File: src/rtl/irq_pkg.sv
package irq_pkg;

    typedef enum logic [1:0] {
        ENT_IDLE = 2'd0,
        ENT_HOLD = 2'd1,
        ENT_BUSY = 2'd2
    } ent_state_e;

    function automatic logic [15:0] vec_of(input logic [15:0] base, input logic [15:0] id);
        return base + (id << 1);
    endfunction

endpackage

File: src/rtl/irq_pend.sv
module irq_pend #(
    parameter int NUM_ID  = 16,
    parameter int NUM_PER = 8,
    parameter logic [NUM_PER-1:0][$clog2(NUM_ID)-1:0] PER_MAP =
        {4'd7, 4'd6, 4'd5, 4'd4, 4'd3, 4'd3, 4'd3, 4'd3},
    parameter logic [NUM_PER-1:0] PER_NO_EN = 8'h80,
    parameter int SWI_ID = 15,
    parameter int ILL_ID = 14,
    parameter int NMI_ID = 13
) (
    input  logic              clk,
    input  logic              rst_n,
    input  logic [NUM_PER-1:0] per_flag,
    input  logic [NUM_PER-1:0] per_en,
    input  logic              swi_req,
    input  logic              ill_req,
    input  logic              nmi_req,
    input  logic [NUM_ID-1:0] clr,
    output logic [NUM_ID-1:0] pend
);

    typedef struct packed {
        logic [NUM_ID-1:0] pend;
    } pend_t;

    pend_t             pend_d, pend_q;
    logic [NUM_ID-1:0] set_v;

    always_comb begin
        set_v = '0;
        for (int k = 0; k < NUM_PER; k++) begin
            if (per_flag[k] && (per_en[k] || PER_NO_EN[k])) begin
                set_v[PER_MAP[k]] = 1'b1;
            end
        end
        set_v[SWI_ID] = set_v[SWI_ID] | swi_req;
        set_v[ILL_ID] = set_v[ILL_ID] | ill_req;
        set_v[NMI_ID] = set_v[NMI_ID] | nmi_req;
        pend_d.pend   = (pend_q.pend & ~clr) | set_v;
    end

    always_ff @(posedge clk) begin
        if (!rst_n) begin
            pend_q <= '0;
        end else begin
            pend_q <= pend_d;
        end
    end

    assign pend = pend_q.pend;

    // a pending bit only drops when the selector cleared it
    p_sticky_r10: assert property (@(posedge clk) disable iff (!rst_n)
        ((($past(pend_q.pend) & ~pend_q.pend) & ~$past(clr)) == '0));

endmodule

File: src/rtl/irq_order.sv
module irq_order #(
    parameter int NUM_ID = 16
) (
    input  logic                                   clk,
    input  logic                                   rst_n,
    input  logic                                   we,
    input  logic [$clog2(NUM_ID)-1:0]              idx,
    input  logic [$clog2(NUM_ID)-1:0]              val,
    input  logic                                   lock,
    output logic [NUM_ID-1:0][$clog2(NUM_ID)-1:0]  tbl
);

    localparam int IDW = $clog2(NUM_ID);

    typedef logic [NUM_ID-1:0][IDW-1:0] tbl_t;

    function automatic tbl_t ident_tbl();
        tbl_t r;
        for (int i = 0; i < NUM_ID; i++) begin
            r[i] = IDW'(i);
        end
        return r;
    endfunction

    localparam tbl_t RESET_TBL = ident_tbl();

    tbl_t tbl_d, tbl_q;

    always_comb begin
        tbl_d = tbl_q;
        if (we && !lock) begin
            tbl_d[idx] = val;
        end
    end

    always_ff @(posedge clk) begin
        if (!rst_n) begin
            tbl_q <= RESET_TBL;
        end else begin
            tbl_q <= tbl_d;
        end
    end

    assign tbl = tbl_q;

    // writes during an entry leave the table untouched
    p_locked_r8: assert property (@(posedge clk) disable iff (!rst_n)
        (we && lock) |=> $stable(tbl_q));

endmodule

File: src/rtl/irq_pick.sv
module irq_pick #(
    parameter int NUM_ID = 16,
    parameter int SWI_ID = 15,
    parameter int ILL_ID = 14,
    parameter int NMI_ID = 13
) (
    input  logic                                  clk,
    input  logic                                  rst_n,
    input  logic [NUM_ID-1:0]                     pend,
    input  logic [NUM_ID-1:0][$clog2(NUM_ID)-1:0] tbl,
    input  logic                                  ccr_i,
    input  logic                                  ccr_x,
    output logic                                  sel_vld,
    output logic [$clog2(NUM_ID)-1:0]             sel_id
);

    localparam int IDW = $clog2(NUM_ID);

    always_comb begin
        sel_vld = 1'b0;
        sel_id  = '0;
        if (pend[SWI_ID]) begin
            sel_vld = 1'b1;
            sel_id  = IDW'(SWI_ID);
        end else if (pend[ILL_ID]) begin
            sel_vld = 1'b1;
            sel_id  = IDW'(ILL_ID);
        end else if (pend[NMI_ID]) begin
            if (!ccr_x) begin
                sel_vld = 1'b1;
                sel_id  = IDW'(NMI_ID);
            end
        end else if (!ccr_i) begin
            for (int i = 0; i < NUM_ID; i++) begin
                if (!sel_vld && pend[tbl[i]]) begin
                    sel_vld = 1'b1;
                    sel_id  = tbl[i];
                end
            end
        end
    end

    // a blocked non-maskable request stalls every lower source
    p_xgate_r5: assert property (@(posedge clk) disable iff (!rst_n)
        (pend[NMI_ID] && ccr_x && !pend[SWI_ID] && !pend[ILL_ID]) |-> !sel_vld);

    // with I set only the three special ids may win
    p_igate_r6: assert property (@(posedge clk) disable iff (!rst_n)
        (sel_vld && ccr_i) |-> (sel_id == IDW'(SWI_ID) || sel_id == IDW'(ILL_ID)
                                || sel_id == IDW'(NMI_ID)));

    // the winner is always a pending id
    p_hit_r7: assert property (@(posedge clk) disable iff (!rst_n)
        sel_vld |-> pend[sel_id]);

endmodule

File: src/rtl/irq_vector_ctl.sv
module irq_vector_ctl
    import irq_pkg::*;
#(
    parameter int NUM_ID    = 16,
    parameter int NUM_PER   = 8,
    parameter logic [NUM_PER-1:0][$clog2(NUM_ID)-1:0] PER_MAP =
        {4'd7, 4'd6, 4'd5, 4'd4, 4'd3, 4'd3, 4'd3, 4'd3},
    parameter logic [NUM_PER-1:0] PER_NO_EN = 8'h80,
    parameter int SWI_ID    = 15,
    parameter int ILL_ID    = 14,
    parameter int NMI_ID    = 13,
    parameter logic [15:0] VEC_BASE = 16'hFFC0,
    parameter int ENTRY_CYC = 14,
    parameter int CNT_W     = 16
) (
    input  logic                      clk,
    input  logic                      rst_n,
    input  logic [NUM_PER-1:0]        per_flag,
    input  logic [NUM_PER-1:0]        per_en,
    input  logic                      swi_req,
    input  logic                      ill_req,
    input  logic                      nmi_req,
    input  logic                      ccr_i,
    input  logic                      ccr_x,
    input  logic                      insn_bnd,
    input  logic                      ord_we,
    input  logic [$clog2(NUM_ID)-1:0] ord_idx,
    input  logic [$clog2(NUM_ID)-1:0] ord_val,
    input  logic                      ent_ack,
    output logic                      ent_vld,
    output logic [$clog2(NUM_ID)-1:0] ent_id,
    output logic [15:0]               ent_vec,
    output logic                      ent_busy,
    output logic                      set_i_mask,
    output logic                      set_x_mask,
    output logic [CNT_W-1:0]          raise_cnt
);

    localparam int IDW = $clog2(NUM_ID);
    localparam int CW  = $clog2(ENTRY_CYC + 1);

    typedef struct packed {
        ent_state_e       st;
        logic [IDW-1:0]   id;
        logic [15:0]      vec;
        logic [CW-1:0]    busy_cnt;
        logic             set_i;
        logic             set_x;
        logic [CNT_W-1:0] raises;
    } ctl_t;

    ctl_t                           ctl_d, ctl_q;
    logic [NUM_ID-1:0]              pend;
    logic [NUM_ID-1:0]              clr;
    logic [NUM_ID-1:0][IDW-1:0]     tbl;
    logic                           sel_vld;
    logic [IDW-1:0]                 sel_id;
    logic                           lock;

    assign lock = (ctl_q.st != ENT_IDLE);

    irq_pend #(
        .NUM_ID(NUM_ID), .NUM_PER(NUM_PER), .PER_MAP(PER_MAP), .PER_NO_EN(PER_NO_EN),
        .SWI_ID(SWI_ID), .ILL_ID(ILL_ID), .NMI_ID(NMI_ID)
    ) u_pend (
        .clk(clk), .rst_n(rst_n), .per_flag(per_flag), .per_en(per_en),
        .swi_req(swi_req), .ill_req(ill_req), .nmi_req(nmi_req),
        .clr(clr), .pend(pend)
    );

    irq_order #(.NUM_ID(NUM_ID)) u_ord (
        .clk(clk), .rst_n(rst_n), .we(ord_we), .idx(ord_idx), .val(ord_val),
        .lock(lock), .tbl(tbl)
    );

    irq_pick #(
        .NUM_ID(NUM_ID), .SWI_ID(SWI_ID), .ILL_ID(ILL_ID), .NMI_ID(NMI_ID)
    ) u_pick (
        .clk(clk), .rst_n(rst_n), .pend(pend), .tbl(tbl), .ccr_i(ccr_i), .ccr_x(ccr_x),
        .sel_vld(sel_vld), .sel_id(sel_id)
    );

    always_comb begin
        ctl_d        = ctl_q;
        ctl_d.set_i  = 1'b0;
        ctl_d.set_x  = 1'b0;
        clr          = '0;
        ctl_d.raises = ctl_q.raises + CNT_W'(swi_req) + CNT_W'(ill_req) + CNT_W'(nmi_req);
        case (ctl_q.st)
            ENT_IDLE: begin
                if (insn_bnd && sel_vld) begin
                    ctl_d.st    = ENT_HOLD;
                    ctl_d.id    = sel_id;
                    ctl_d.vec   = vec_of(VEC_BASE, 16'(sel_id));
                    clr[sel_id] = 1'b1;
                end
            end
            ENT_HOLD: begin
                if (ent_ack) begin
                    ctl_d.st       = ENT_BUSY;
                    ctl_d.busy_cnt = CW'(ENTRY_CYC);
                    if (ctl_q.id == IDW'(NMI_ID)) begin
                        ctl_d.set_x = 1'b1;
                    end else begin
                        ctl_d.set_i = 1'b1;
                    end
                end
            end
            ENT_BUSY: begin
                if (ctl_q.busy_cnt <= CW'(1)) begin
                    ctl_d.st       = ENT_IDLE;
                    ctl_d.busy_cnt = '0;
                end else begin
                    ctl_d.busy_cnt = ctl_q.busy_cnt - CW'(1);
                end
            end
            default: ctl_d.st = ENT_IDLE;
        endcase
    end

    always_ff @(posedge clk) begin
        if (!rst_n) begin
            ctl_q <= '{st: ENT_IDLE, id: '0, vec: '0, busy_cnt: '0,
                       set_i: 1'b0, set_x: 1'b0, raises: '0};
        end else begin
            ctl_q <= ctl_d;
        end
    end

    assign ent_vld    = (ctl_q.st == ENT_HOLD);
    assign ent_busy   = (ctl_q.st == ENT_BUSY);
    assign ent_id     = ctl_q.id;
    assign ent_vec    = ctl_q.vec;
    assign set_i_mask = ctl_q.set_i;
    assign set_x_mask = ctl_q.set_x;
    assign raise_cnt  = ctl_q.raises;

    // an offer only starts at a boundary and is held until acknowledged
    p_start_r3: assert property (@(posedge clk) disable iff (!rst_n)
        $rose(ent_vld) |-> $past(insn_bnd));
    p_hold_r3: assert property (@(posedge clk) disable iff (!rst_n)
        (ent_vld && !ent_ack) |=> (ent_vld && $stable(ent_id) && $stable(ent_vec)));

    // vector address tracks the offered id
    p_vec_r9: assert property (@(posedge clk) disable iff (!rst_n)
        ent_vld |-> (ent_vec == vec_of(VEC_BASE, 16'(ent_id))));

    // entry sequence opens with exactly one mask-set pulse
    p_pulse_r11: assert property (@(posedge clk) disable iff (!rst_n)
        $rose(ent_busy) |-> (set_i_mask ^ set_x_mask));

    // raise counter follows the direct strobes
    p_count_r12: assert property (@(posedge clk) disable iff (!rst_n)
        $past(rst_n) |-> (raise_cnt == $past(raise_cnt)
            + CNT_W'($countones($past({swi_req, ill_req, nmi_req})))));

endmodule

File: config.mk
export PLATFORM = sky130hd
export DESIGN_NAME = irq_vector_ctl
export DESIGN_NICKNAME = d
export VERILOG_FILES = /design/src/rtl/irq_pkg.sv /design/src/rtl/irq_pend.sv /design/src/rtl/irq_order.sv /design/src/rtl/irq_pick.sv /design/src/rtl/irq_vector_ctl.sv
export SDC_FILE = /design/constraint.sdc
export NUM_CORES = 1
export LEC_CHECK = 0
export BUFFER_PORTS_ARGS = -buffer_cell sky130_fd_sc_hd__buf_2
export CAP_MARGIN = 20
export CORE_ASPECT_RATIO = 0.9
export CORE_MARGIN = 3
export CORE_UTILIZATION = 61
export CTS_CLUSTER_DIAMETER = 50
export DETAILED_ROUTE_END_ITERATION = 10
export PLACE_DENSITY_LB_ADDON = 0.12
export SYNTH_ARGS = -nofsm -noshare
export SYNTH_HDL_FRONTEND = slang
export SYNTH_SLANG_ARGS = --single-unit
File: constraint.sdc
create_clock -name clk -period 4.9 [get_ports clk]
set_input_delay 0.98 -clock clk [delete_from_list [all_inputs] [get_ports clk]]
set_output_delay 0.98 -clock clk [all_outputs]
set_load 0.005 [all_outputs]
After elaboration in Yosys (flattened, before gate mapping)
Index checks and enable logic that the tools add are counted.

word-level totals
  register bits after elaboration = 124
  input port bits = 34
  output and inout port bits = 40
  word-level logic and storage cells = 266

operators by class
  $add $sub $neg = 5
  $lt $le $gt $ge = 21
  equality and inequality tests = 6
  mux-type cells = 158
  bitwise gates (word level) = 3
  reductions and logical operators = 49

operator list
  operator               count
  $mux W1                108
  $mux W4                23
  $lt A4 B5 Y1 const B   18
  $bmux W1 S4            16
  $bwmux W64             1
  $add A16 B1 Y16        3
  $mux W16               2
  $logic_and A1 B1 Y1    26
  $mux W22               1
  $and A16 B16 Y16       1
  $demux W4 S4           1
  $logic_not A1 Y1       16
  $not A16 Y16           1
  $or A16 B16 Y16        1
  $add A7 B6 Y8 const A  1
  $ge A4 B1 Y1 const B   2
  $pmux W4 S2            1
  $mux W6                1
  $pmux W2 S3            1
  $reduce_and A3 Y1      2
  $demux W1 S4           1
  $eq A4 B4 Y1 const B   1
  $le A4 B1 Y1 const B   1
  $mux W2                2
  8 further kinds        11

Longest topological paths before layout
  depth in word-level cells = 121
  gate-level depth with buffers = 12
  depth with buffers taken out = 10

By module
Synthesis repeated with hierarchy kept, for this count alone.

unflattened totals
  cells, all modules = 801
  area total of the unflattened synthesis = 7942.6 µm²

by module, submodules not included
  module          instances  cells an instance  area each (µm²)  sequential area each (µm²)
  irq_pick        1          320                3244.4           0.0
  irq_order       1          237                2482.4           1281.2
  irq_vector_ctl  1          196                1664.1           580.6
  irq_pend        1          48                 551.8            320.3

Worst setup path before layout
No wires, ideal clock.

  path type = register to register
  from = reg u_ord.tbl_q, in the netlist u_ord.tbl[2]
  to = reg u_pend.pend_q, in the netlist u_pend.pend[6]
  setup time = 122 ps
  data arrival time = 4064 ps
  data required time = 4778 ps
  path slack = 714 ps
  cell stages (with the launch flop) = 13
  buffers on the path = 2
  period minus slack after synthesis = 4186 ps
  path through = dfxtp_1 -> buf_6 -> mux4_1 -> mux4_2 -> a221o_1 -> or4_1 -> buf_2 -> or3_4 -> o221a_4 -> a32oi_2 -> o21ai_2 -> or3b_1 -> o311a_1

between the ends
  longest elaborated chain between the ends = 121
  elaborated cells between the ends (all ways) = 143
  those cells by class = order compare (2); mux (106); bitwise (3); reduce/logical (32)

ends and longest elaborated chain
  item                                       line                  text
  from (decl)                                irq_order.sv:27       tbl_t tbl_d, tbl_q;
  from (signal assigned)                     irq_order.sv:40       tbl_q <= tbl_d;
  $bmux W1 S4                                irq_pick.sv:35        if (!sel_vld && pend[tbl[i]]) begin
  $mux W1 (implied by the code)              irq_pick.sv:35
  $mux W1                                    irq_pick.sv:35
  $mux W1                                    irq_pick.sv:33        end else if (!ccr_i) begin
  $mux W1                                    irq_pick.sv:28        end else if (pend[NMI_ID]) begin
  $mux W1                                    irq_pick.sv:25        end else if (pend[ILL_ID]) begin
  $mux W1                                    irq_pick.sv:22        if (pend[SWI_ID]) begin
  $logic_not A1 Y1                           irq_pick.sv:35
  [105 not listed]                           -
  $logic_and A1 B1 Y1 (implied by the code)  irq_vector_ctl.sv:95  clr[sel_id] = 1'b1;
  $mux W1 (implied by the code)              irq_vector_ctl.sv:95
  $demux W1 S4                               irq_vector_ctl.sv:95
  $mux W16 *                                 irq_vector_ctl.sv:91  if (insn_bnd && sel_vld) begin
  $mux W16 *                                 irq_vector_ctl.sv:89  case (ctl_q.st)
  $not A16 Y16 *                             irq_pend.sv:39        pend_d.pend = (pend_q.pend & ~clr) | set_v;
  $and A16 B16 Y16 *                         irq_pend.sv:39
  $or A16 B16 Y16 *                          irq_pend.sv:39
  to (signal assigned)                       irq_pend.sv:46        pend_q <= pend_d;
  to (decl)                                  irq_pend.sv:26        pend_t pend_d, pend_q;

Every way passes the cells marked *; elsewhere a longest branch is shown, timed or not. The select of a mux whose other input is x is not followed.
A chain may end at the register's enable or synchronous reset.

Worst setup path after layout
Ends and elaborated chain as after synthesis.

==> results by group <==
Critical path
  – Critical Path Max Stage Delay: 720 ps
  – Critical-path maximum fanout: 10
  – WP buf/inv: 0
  – Top delay family on crit path: simple AND/OR/NAND/NOR gates
  – Worst setup SP type: flip-flop
  – Worst path slowest cell: or4_1
  – Worst setup EP type: flip-flop
  – Crit path required time: 5150 ps
  – Worst EP arrival: 4860 ps
  – CP cell instances: mux4_1 -> mux4_2 -> a221o_1 -> or4_1 -> or3_4 -> o221a_4 -> a32oi_2 -> o21ai_2 -> or3b_1 -> o311a_1
  – WS Path Type: flip-flop to flip-flop

Floorplan
  – I/O pin cnt: 74
  – Initial Util: 63.6%
  – Die H: 116 microns
  – Die Area: 14900 sq um
  – Core ar.: 12900 sq um
  – FP Rows: 39
  – Die X: 128 microns

Clocking
  – Clk buf depth: 2
  – CTS clk-pin slew, worst paths: 80 ps
  – CTS resizes: 0
  – Post-CTS Setup Bufs: 0
  – Clk Latency, worst-skew pair: 360 ps
  – TritonCTS Buffers: 9
  – Clk sink count: 109
  – Post-CTS Hold Fix Bufs: 0
  – H-Tree Depth: 3
  – Root buf cell: clkbuf_16
  – CTS tree: built

Synthesis
  – Ys flop type: dfxtp_1
  – Mapped Area: 8220 sq um
  – EDFF count, synth: 0
  – XOR/XNOR Fraction of Synth Area: 1.39%
  – Avg Inst Size Synth: 9.55 sq um
  – Synth Warn #: 0
  – Post-synthesis cell count: 861
  – Post-synth ARST share: 0%
  – Yosys cell types: 80
  – FF+latch count, synth: 109
  – Largest family of logic cells by synthesized area: multiplexers
  – Adder-cell share of the synthesized area: 1.10%
  – Synth Area in Compound Gates: 13.7%
  – Mux contribution to synthesized area: 31.1%
  – Simple-Gate Fraction of Synth Area: 18.4%
  – Sequential share of the synthesized area: 26.5%

Route
  – DR DRC count: 0
  – Via count: 7047
  – Detailed Route Iter0 Violations: 970
  – Wire per inst: 23.0 microns
  – Final ANT Viol Nets: 0
  – Post-Route WL: 23.7 mm
  – Via-per-instance ratio: 6.86
  – DR pass1 iterations: 6

Hold path
  – Hold WC Path Type: flip-flop to flip-flop

GRT
  – Largest net degree at the start of global routing: 67
  – GRT overflow: 0
  – Antenna violations before repair: 0
  – Gr usage total: 32.2%
  – Vias in the first global route: 6954
  – First-pass GRT wire length: 36.9 mm

Timing
  – Final Hold Fails: 0
  – Setup violations, final: 0
  – Fin crit period: 4600 ps
  – Worst hold slack: 478 ps
  – Slew @ Worst Pin: 994 ps
  – Clk_skew: 5.92 ps
  – RSZ-0062 raised after global routing: no
  – Setup TNS: 0 ps
  – Tcrit/Tclk final: 94.0%
  – Worst slew margin: 33.5%
  – Peak Freq: 217 MHz
  – Fin. max-slew vios: 0

Placement
  – Routability cong.: 0.975
  – Post-DP HPWL: 15.6 mm
  – I/O Buffers: 70

Finish
  – Final cell utilization of the core: 67.6%
  – Commonest non-fill, non-tap cell in the layout: dfxtp_1
  – Commonest cells after routing, fill and taps aside: dfxtp_1, mux2i_1, nand2_1, buf_2, mux4_2
  – Area grow syn2layout: 6.38%
  – Ant. Diodes: 0
  – Fin nets: 898
  – Layout cells sized above 1: 23.5%

Status
  – Status: finished, final reports clean

Run
  – Max cap viols: 0

Pwr
  – Power Density: 253 nW/um^2
  – VDD IR max: 215 uV
  – P_leak: 0.00356 uW
==> layer usage <==
| layer | track usage, % | vias to the layer above | wire (microns) |
|---|---|---|---|
| met5 | 0 | - | 0 |
| met4 | 14.4 | 0 | 880 |
| met3 | 9.69 | 95 | 2570 |
| met2 | 50.9 | 420 | 10900 |
| met1 | 41.3 | 3372 | 9350 |
| li1 | - | 3160 | - |
==> final timing paths <==
check        cells past startpoint  slack (ps)         start              to
max reg2reg                     10         300  u_ord.tbl[2]  u_pend.pend[6]
min reg2reg                      1         480     ctl_q[43]       ctl_q[42]
min                              1         480     ctl_q[43]       ctl_q[42]
max                             10         300  u_ord.tbl[2]  u_pend.pend[6]
==> worst register-to-register path, delay by kind of cell, from the launching register on <==
family          cells  cell delay, ps
mux                 2            1090
compound gates      5            1330
simple gates        3            1600
flops               1             480
==> power by group <==
group	switching [uW]	total, uW	internal (uW)	leakage [uW]
clock network	354	820	466	0.000163
logic	258	446	188	0.00251
registers	37.4	951	913	0.000885
total	649	2220	1570	0.00356
==> cells by family after synthesis <==
| group | Yosys count |
|---|---|
| flip-flops | 109 |
| multiplexers | 167 |
| buffers and inverters | 130 |
| XOR/XNOR | 13 |
| other | 1 |
| adder cells (fa/ha/maj) | 6 |
| AO/OA/AOI/OAI | 148 |
| AND/OR/NAND/NOR | 287 |
==> through the flow <==
stage | power, uW | std cells | setup slack [ps] | instance area [sq um]
5_1_grt | 2310 | 1027 | 134 | 8740
4_1_cts | 2220 | 1027 | 181 | 8740
3_3_place_gp | 1390 | 1011 | 270 | 8410
6_report | 2220 | 1027 | 296 | 8740
3_5_place_dp | 1400 | 1011 | 204 | 8410
2_1_floorplan | 1290 | 862 | 714 | 8220
==> cell usage after synthesis (6+ instances only) <==
master    instances  share of area [%]
dfxtp_1         109                 27
mux2i_1          84                 10
nand2_1          78                3.6
clkbuf_1         65                3.0
mux4_2           63                 17
nor2b_1          47                3.6
buf_4            36                3.3
nor2_1           36                1.6
nand3_1          28                1.7
and2_1           24                1.8
inv_1            22                1.0
a21oi_1          18                1.1
o21ai_0          16               0.97
mux2_2           15                2.1
nand2b_1         12               0.91
nor3_1           11               0.67
o22ai_1          11               0.84
xnor2_1          11                1.2
o211ai_1         10               0.91
a21boi_0          9               0.82
nand4_1           8               0.61
o211a_1           8               0.97
and3_1            7               0.53
o21a_1            7               0.64
o311a_1           7               0.85
a31oi_1           6               0.46
nor3b_1           6               0.55
==> sequential cells by signal, summed over array words and instances, names as in the netlist <==
| signal | cells |
|---|---|
| u_ord.tbl | 64 |
| raise_cnt | 16 |
| u_pend.pend | 16 |
| ctl_q | 6 |
| ent_id | 3 |
| ent_vec | 2 |
| set_i_mask | 1 |
| set_x_mask | 1 |
==> final cells by class <==
type,instances,area [sq um]
Fill cell,995,4190
Sequential cell,109,2180
Multi-Input combinational cell,623,5420
Inverter,22,82.6
Clock inverter,6,91.3
Timing Repair Buffer,93,523
Tap cell,164,205
Clock buffer,10,239
Note: power is estimated with default switching activity, not from simulation.
